[src/rtl/gpio_bank_ctrl.sv]
module gpio_bank_ctrl #(
  parameter int BANKS = 2,
  parameter logic [31:0] PASSWORD = 32'h00A5A501
) (
  input  logic                  clk,
  input  logic                  rst_n,
  input  logic                  reg_wr,
  input  logic [11:0]           reg_addr,
  input  logic [31:0]           reg_wdata,
  output logic [31:0]           reg_rdata,
  input  logic [32*BANKS-1:0]   pin_in,
  output logic [32*BANKS-1:0]   pin_out,
  output logic [32*BANKS-1:0]   pin_oe,
  output logic                  irq
);
  localparam int NP = 32 * BANKS;
  localparam int PW = $clog2(NP);

  logic [NP-1:0] out_q, mask_q, stat_q, lock_q, dir_q;
  logic [NP-1:0] s1, s2, s3, hit;
  logic [1:0]    trig_q [NP];
  logic [3:0]    dbnc_q [NP];
  logic          armed_q;

  wire [9:0] word     = reg_addr[11:2];
  wire [1:0] unused_a = reg_addr[1:0];
  wire       in_low   = word < 10'h040;
  wire [2:0] grp      = word[5:3];
  wire [2:0] bank     = word[2:0];
  wire       bank_ok  = 32'(bank) < BANKS;
  wire       in_ctrl  = word >= 10'h040 && 32'(word) < 32'h40 + NP;
  wire [9:0] cword    = word - 10'h040;
  wire [PW-1:0] cidx  = cword[PW-1:0];
  wire       in_lock  = word[9:3] == 7'h28;
  wire       in_unlk  = word == 10'h148;

  logic [NP-1:0] bfield, wbits;
  for (genvar b = 0; b < BANKS; b++) begin : g_bank
    assign bfield[b*32 +: 32] = {32{bank == 3'(b)}};
    assign wbits[b*32 +: 32]  = (bank == 3'(b)) ? reg_wdata : 32'h0;
  end

  wire wr_low = reg_wr && in_low && bank_ok;
  wire [NP-1:0] set_w  = (wr_low && grp == 3'd2) ? wbits : '0;
  wire [NP-1:0] clr_w  = (wr_low && grp == 3'd3) ? wbits : '0;
  wire [NP-1:0] sclr_w = (wr_low && grp == 3'd4) ? wbits : '0;
  wire [NP-1:0] mclr_w = (wr_low && grp == 3'd6) ? wbits : '0;
  wire          mwr    = wr_low && grp == 3'd5;
  wire          lwr    = reg_wr && in_lock && bank_ok && armed_q;

  for (genvar i = 0; i < NP; i++) begin : g_edge
    assign hit[i] = (trig_q[i][0] & s2[i] & ~s3[i]) | (trig_q[i][1] & ~s2[i] & s3[i]);
  end

  always_ff @(posedge clk or negedge rst_n) begin
    if (!rst_n) begin
      out_q <= '0; mask_q <= '1; stat_q <= '0; lock_q <= '1; dir_q <= '1;
      s1 <= '0; s2 <= '0; s3 <= '0; armed_q <= 1'b0;
      for (int i = 0; i < NP; i++) begin
        trig_q[i] <= 2'd0;
        dbnc_q[i] <= 4'd0;
      end
    end else begin
      s1 <= pin_in; s2 <= s1; s3 <= s2;
      out_q  <= (out_q | set_w) & ~clr_w;
      stat_q <= (stat_q & ~sclr_w) | hit;
      mask_q <= (mwr ? ((mask_q & ~bfield) | wbits) : mask_q) & ~mclr_w;
      if (lwr) lock_q <= (lock_q & ~bfield) | wbits;
      if (reg_wr && in_unlk) armed_q <= reg_wdata == PASSWORD;
      else if (reg_wr && in_lock) armed_q <= 1'b0;
      if (reg_wr && in_ctrl) begin
        dir_q[cidx]  <= reg_wdata[0];
        trig_q[cidx] <= reg_wdata[4:3];
        dbnc_q[cidx] <= reg_wdata[8:5];
      end
    end
  end

  always_comb begin
    reg_rdata = 32'h0;
    if (in_low && bank_ok) begin
      case (grp)
        3'd0: reg_rdata = out_q[32*bank +: 32];
        3'd1: reg_rdata = s2[32*bank +: 32];
        3'd4: reg_rdata = stat_q[32*bank +: 32];
        3'd5: reg_rdata = mask_q[32*bank +: 32];
        default: reg_rdata = 32'h0;
      endcase
    end else if (in_ctrl) begin
      reg_rdata = {23'h0, dbnc_q[cidx], trig_q[cidx], 2'b00, dir_q[cidx]};
    end else if (in_lock && bank_ok) begin
      reg_rdata = lock_q[32*bank +: 32];
    end else if (in_unlk) begin
      reg_rdata = {31'h0, armed_q};
    end
  end

  assign pin_out = out_q;
  assign pin_oe  = ~dir_q & ~lock_q;
  assign irq     = |(stat_q & ~mask_q);
endmodule


[config.mk]
export PLATFORM = sky130hd
export DESIGN_NAME = gpio_bank_ctrl
export DESIGN_NICKNAME = d
export VERILOG_FILES = /design/src/rtl/gpio_bank_ctrl.sv
export SDC_FILE = /design/constraint.sdc
export NUM_CORES = 2
export LEC_CHECK = 0
export CORE_MARGIN = 2
export CORE_UTILIZATION = 54
export CTS_BUF_LIST = sky130_fd_sc_hd__clkbuf_16
export DETAILED_ROUTE_END_ITERATION = 10
export GPL_TIMING_DRIVEN = 0
export HOLD_SLACK_MARGIN = 0.06
export PLACE_DENSITY = 0.8
export SLEW_MARGIN = 10
export SYNTH_ARGS = -nofsm -noshare
export SYNTH_HDL_FRONTEND = slang
export SYNTH_SLANG_ARGS = --single-unit
[constraint.sdc]
create_clock -name clk -period 2.6 [get_ports clk]
set_input_delay 0.52 -clock clk [delete_from_list [all_inputs] [get_ports clk]]
set_output_delay 0.52 -clock clk [all_outputs]
set_load 0.05 [all_outputs]
; ---- Word-level counts from Yosys, hierarchy flattened
; Cells that the tools add are included.
[word_totals]
input_bits = 111
regBits = 897
out_inout_bits = 161
elab_cells = 680
[op_classes]
shifts = 5
n_reduce_logical = 21
magnitude_cmp = 8
muxes = 31
bitwise_logic = 467
add_sub_neg = 1
eq_ne = 10
[ops]
columns = op, count
row1 = bitwise AND 64 bit, 7
row2 = NOT 64 bit, 7
row3 = two-way mux 64 bit, 5
row4 = variable part select 64 x 9 -> 32 bit, 5
row5 = bitwise AND 1 bit, 256
row6 = bitwise mux 256 bit, 1
row7 = bitwise OR 64 bit, 4
row8 = two-way mux 32 bit, 5
row9 = bitwise mux 128 bit, 1
row10 = NOT 1 bit, 128
row11 = case mux 32 bit (4 select lines), 1
row12 = bitwise mux 64 bit, 1
row13 = bitwise OR 1 bit, 64
row14 = OR reduction 64 bit, 1
row15 = == test 32 x 24 -> 1 bit (second input constant), 1
row16 = binary-select mux 4 bit (select 6 bit), 1
row17 = demux 4 bit (select 6 bit), 1
row18 = logical AND 1 bit, 17
row19 = binary-select mux 2 bit (select 6 bit), 1
row20 = demux 2 bit (select 6 bit), 1
row21 = two-way mux 4 bit, 3
row22 = == test 10 x 9 -> 1 bit (second input constant), 1
row23 = >= comparator 10 x 7 -> 1 bit (second input constant), 1
row24 = < comparator 10 x 7 -> 1 bit (second input constant), 1
row25 = other kinds (18), 29

; ---- Logic depth before layout (Yosys ltp)
[depth]
depth_word = 8
ltp_mapped = 11
depth_no_buf = 6

; ---- Worst setup path before layout
; Ideal clock, no wire load.
[synth_path]
path_type = in2out
from = input port reg_addr[5]
to = output port reg_rdata[10]
arrival_ns = 2.654
path_stages = 7
required_time_ns = 2.080
n_path_buf = 3
path_slack_ns = -0.574
cell_sequence = buf_2 > or3_1 > nor3_2 > nand4_1 > clkbuf_1 > clkbuf_1 > o22ai_1
[synth_between]
elab_chain_cells = 5
elab_cells_between_ends = 15
[synth_rtl]
columns = item, line
row1 = start: declaration, 8  ; input logic [11:0] reg_addr,
row2 = "parallel branches: the longest is 4 deep, another holds >= comparator 10 x 7 -> 1 bit", --
row3 = two-way mux 32 bit (*), 81  ; if (in_low && bank_ok) begin
row4 = end: declaration, 10  ; output logic [31:0] reg_rdata,
; Mark *: on every way between the ends.

; ---- Worst setup path after layout
[layout_path]
from = register trig_q[11] (netlist name)
to = output port reg_rdata[4]
[layout_between]
elab_chain_cells = 5
[layout_rtl]
columns = item, line
row1 = start: declaration, 21  ; logic [1:0] trig_q [NP];
row2 = start signal: indexed assignment, 73  ; trig_q[cidx] <= reg_wdata[4:3];
row3 = binary-select mux 2 bit (select 6 bit), 90  ; reg_rdata = {23'h0, dbnc_q[cidx], trig_q[cidx], 2'b00, dir_q[cidx]};
row4 = two-way mux 2 bit (not written as such) (2 in a row), 90
row5 = two-way mux 32 bit, 89  ; end else if (in_ctrl) begin
row6 = two-way mux 32 bit, 81
; No other way between the ends. The select of a mux whose other input is x is not followed.

==> flow_summary.yaml <==
clock_network:
  clock_latency_ns: 0.68
  cts_max_level: 3
  cts.sinks: 897
  clkTransAtPathRegs_ns: 0.06
  cts_tree: "built"
  clockBufferDepth: 3
  cts-root-buf: "clkbuf_16"
  cts_buffers: 94
worst_setup_path:
  crit_path_start_kind: "flop"
  worstPathRequired_ns: 2.08
  crit_type: "flop to output port"
  worstPathCellList: "mux4_2 > and3_4 > a21oi_2 > nand4_1 > a311oi_4 > o22ai_2 > buf_6"
  r2r_cells: 4
  slowest_stage: "mux4_2"
  critPathMaxFanout: 3
  worstPathArrival_ns: 2.91
  reg2reg_slack_ns: 0.67
  slowest_delay_ns: 0.49
  setup.worst_path.end_class: "output port"
route:
  drcViolationCount: 0
  routedWlPerCell_um: 35.6
  antenna_left: 0
  vias: 33800
  dr_wl_met3_um: 24900
  totalWireLength_um: 170000
  initialDrtViolationCount: 5351
  met1_length_um: 59400
  first_pass_iters: 9
  highest_layer: "met5"
  routed-wl-met2_um: 69600
  vias_per_cell: 7.07
timing:
  worst_pin_slew_ns: 1.14
  rsz0062_at_grt: "yes"
  hold_viol: 0
  finalCritPeriodShare: 1.32
  finClkSkew_ns: 0.0276
  finalMaxSlewViolations: 0
  fmax_mhz: 291
  setup_tns_ns: -15.54
  whs_ns: 0.268
  min_period_ns: 3.43
  fin_ws_ns: -0.832
  setup_violations: 74
  relSlewSlack: 0.241
global_routing:
  grt_max_degree: 112
  antenna_found_initial: 6
  grt_usage: 0.430
  grt_pass1_wl_um: 236000
  grt_pass1_vias: 33300
  grt-ovfl-total: 0
place:
  io_buffers: 259
  hpwl_um: 120000
  place.gp.congestion: 1.08
  dp_cells: 4493
  post_dp_cell_area_um2: 45500
status:
  violations: "setup timing"
  status: "complete, but fails checks"
yosys:
  syn_inst: 3256
  synthFlopType: "dfrtp_1"
  synthArstFlopShare: 1.00
  yosys_warnings: 0
  syn_area_um2: 40700
  ys_ff_latch: 897
  ys_seq_area_frac: 0.558
  synth_cell_types: 54
  synth_nets: 3367
  avgSynthCellArea_um2: 12.5
  synth_edf_count: 0
final_layout:
  area_delta_synth_final_pct: 26.6
  fin_area_um2: 51500
  final_cells: 4777
  layout-drive-gt1-share: 0.382
  fin_nets: 3834
run:
  maxCapViolations: 0
floorplan:
  initial_core_util: 0.546
  die_h_um: 278
  rows: 100
  die_width_um: 278
  fp.dieArea_um2: 77500
  io_pins: 272
  core_area_um2: 74400
pwr:
  power_mw: 30.8
  power_per_cell_area_nw_per_um2: 598
  p_leak_nw: 22.7
  irDropWorstVdd_mv: 0.577
hold_path:
  hp-class: "primary input to flop"
  min_path_cells: 1
cells in the final DEF (no fill, tap or decap), types with 12 or more instances in the layout:
cell,n
clkinv_1,25
nand2_2,35
dlygate4sd2_1,35
o22ai_1,18
dfrtp_2,12
buf_1,12
clkbuf_4,17
dfstp_2,192
inv_1,87
mux2i_4,29
clkdlybuf4s50_1,173
buf_2,33
o211ai_1,91
nand2_1,233
buf_6,56
nand3b_1,64
o22ai_4,26
buf_12,20
mux2i_1,204
clkbuf_1,107
mux4_2,42
a21oi_1,76
a31oi_1,131
buf_16,25
mux2_1,12
o21ai_2,20
o21ai_1,14
a22oi_1,115
nand3_1,36
nand4_1,12
mux2_2,568
buf_8,23
clkbuf_16,112
buf_4,67
nor2_1,77
o21ai_0,87
clkinv_2,12
dfrtp_1,693
routing by layer:
layer / vias up / track usage
met1: 16900 / 0.532
met5: - / 0.00813
met2: 3015 / 0.610
met4: 8 / 0.290
met3: 947 / 0.184
li1: 12900 / -
power by group:
part	total (mW)	internal, mW	switching (mW)
sequential	14.5	14.3	0.256
clock	13.4	7.51	5.93
combinational	2.84	1.02	1.82
total	30.8	22.8	8.01
path summary, 6_finish.rpt:
| path | end | from |
|---|---|---|
| worst max-delay path | reg_rdata[4] | trig_q[11] |
| worst min-delay path | s1[63] | pin_in[63] |
| worst min register to register | s2[46] | s1[46] |
| worst max register to register | flop | armed_q |
| max in group asynchronous | asynchronous set/reset pin | rst_n |
| min in group asynchronous | s2[58] | rst_n |
stage by stage:
step / setup WS (ns) / utilization
global placement: -38.64 / 0.607
CTS: -0.735 / 0.685
global route: -0.780 / 0.692
finish: -0.832 / 0.692
detailed placement: -2.95 / 0.611
floorplan: -0.302 / -
area by class of cell:
| class | instances | area (um^2) |
|---|---|---|
| antenna | 4 | 10.0 |
| multi-input combinational | 2045 | 18200 |
| clock inverter | 81 | 621 |
| fill | 4997 | 22900 |
| buffer | 245 | 2010 |
| tap | 969 | 1210 |
| inverter | 67 | 260 |
| sequential | 897 | 22700 |
| timing repair buffer | 373 | 4110 |
| clock buffer | 96 | 2400 |
sequential cells by signal, indices dropped and copies added (netlist names), named ones only:
signal and cells:
armed_q 1, dbnc_q 256, dir_q 64, mask_q 64, pin_out 64, s1 64, s2 64, s3 64
stat_q 64, trig_q 128
cells in the mapped netlist (all sizes together), types with 2 or more instances:
master	n	area (um^2)
and2	7	43.8
a31oi	134	838
inv	66	248
nand4	12	75.1
and3	8	50.1
nor2	93	362
or3	2	12.5
mux4	42	946
dfrtp	705	17600
buf	87	497
o32ai	2	17.5
o31ai	2	15.0
dfstp	192	5040
mux2	584	6580
clkbuf	160	601
mux2i	244	2440
a211oi	7	52.6
nand3b	64	480
a21oi	83	415
a311oi	4	35.0
o21ai	124	621
nand2	268	1060
a221oi	21	184
a22oi	123	923
nor2b	4	25.0
nand3	46	230
o22ai	46	288
o2111ai	2	17.5
o211ai	91	683
nor4	7	43.8
nor3	13	95.1
nor4b	2	17.5
worst max-delay path: cells and delay by family, from the launching register on:
kind / cells / cell delay [ns]
buffers and inverters: 1 / 0.19
AOI/OAI and AO/OA: 3 / 0.71
DFF: 1 / 0.45
and+or+nand+nor: 2 / 0.42
muxes: 1 / 0.49
kinds of logic after synthesis:
family,synth area share
mux,0.245
buf+inv,0.0332
simple gates,0.0627
compound gates,0.101
flops,0.558
what timing repair did:
item,in CTS,in global routing
hold buffers,1,0
gates cloned,12,4
resized for setup,690,128
pin swaps,56,42
buffers inserted,66,29
endpoints found under the setup margin,634,232
hold endpoints to repair,68,0
Note: power is estimated with default switching activity, not from simulation.
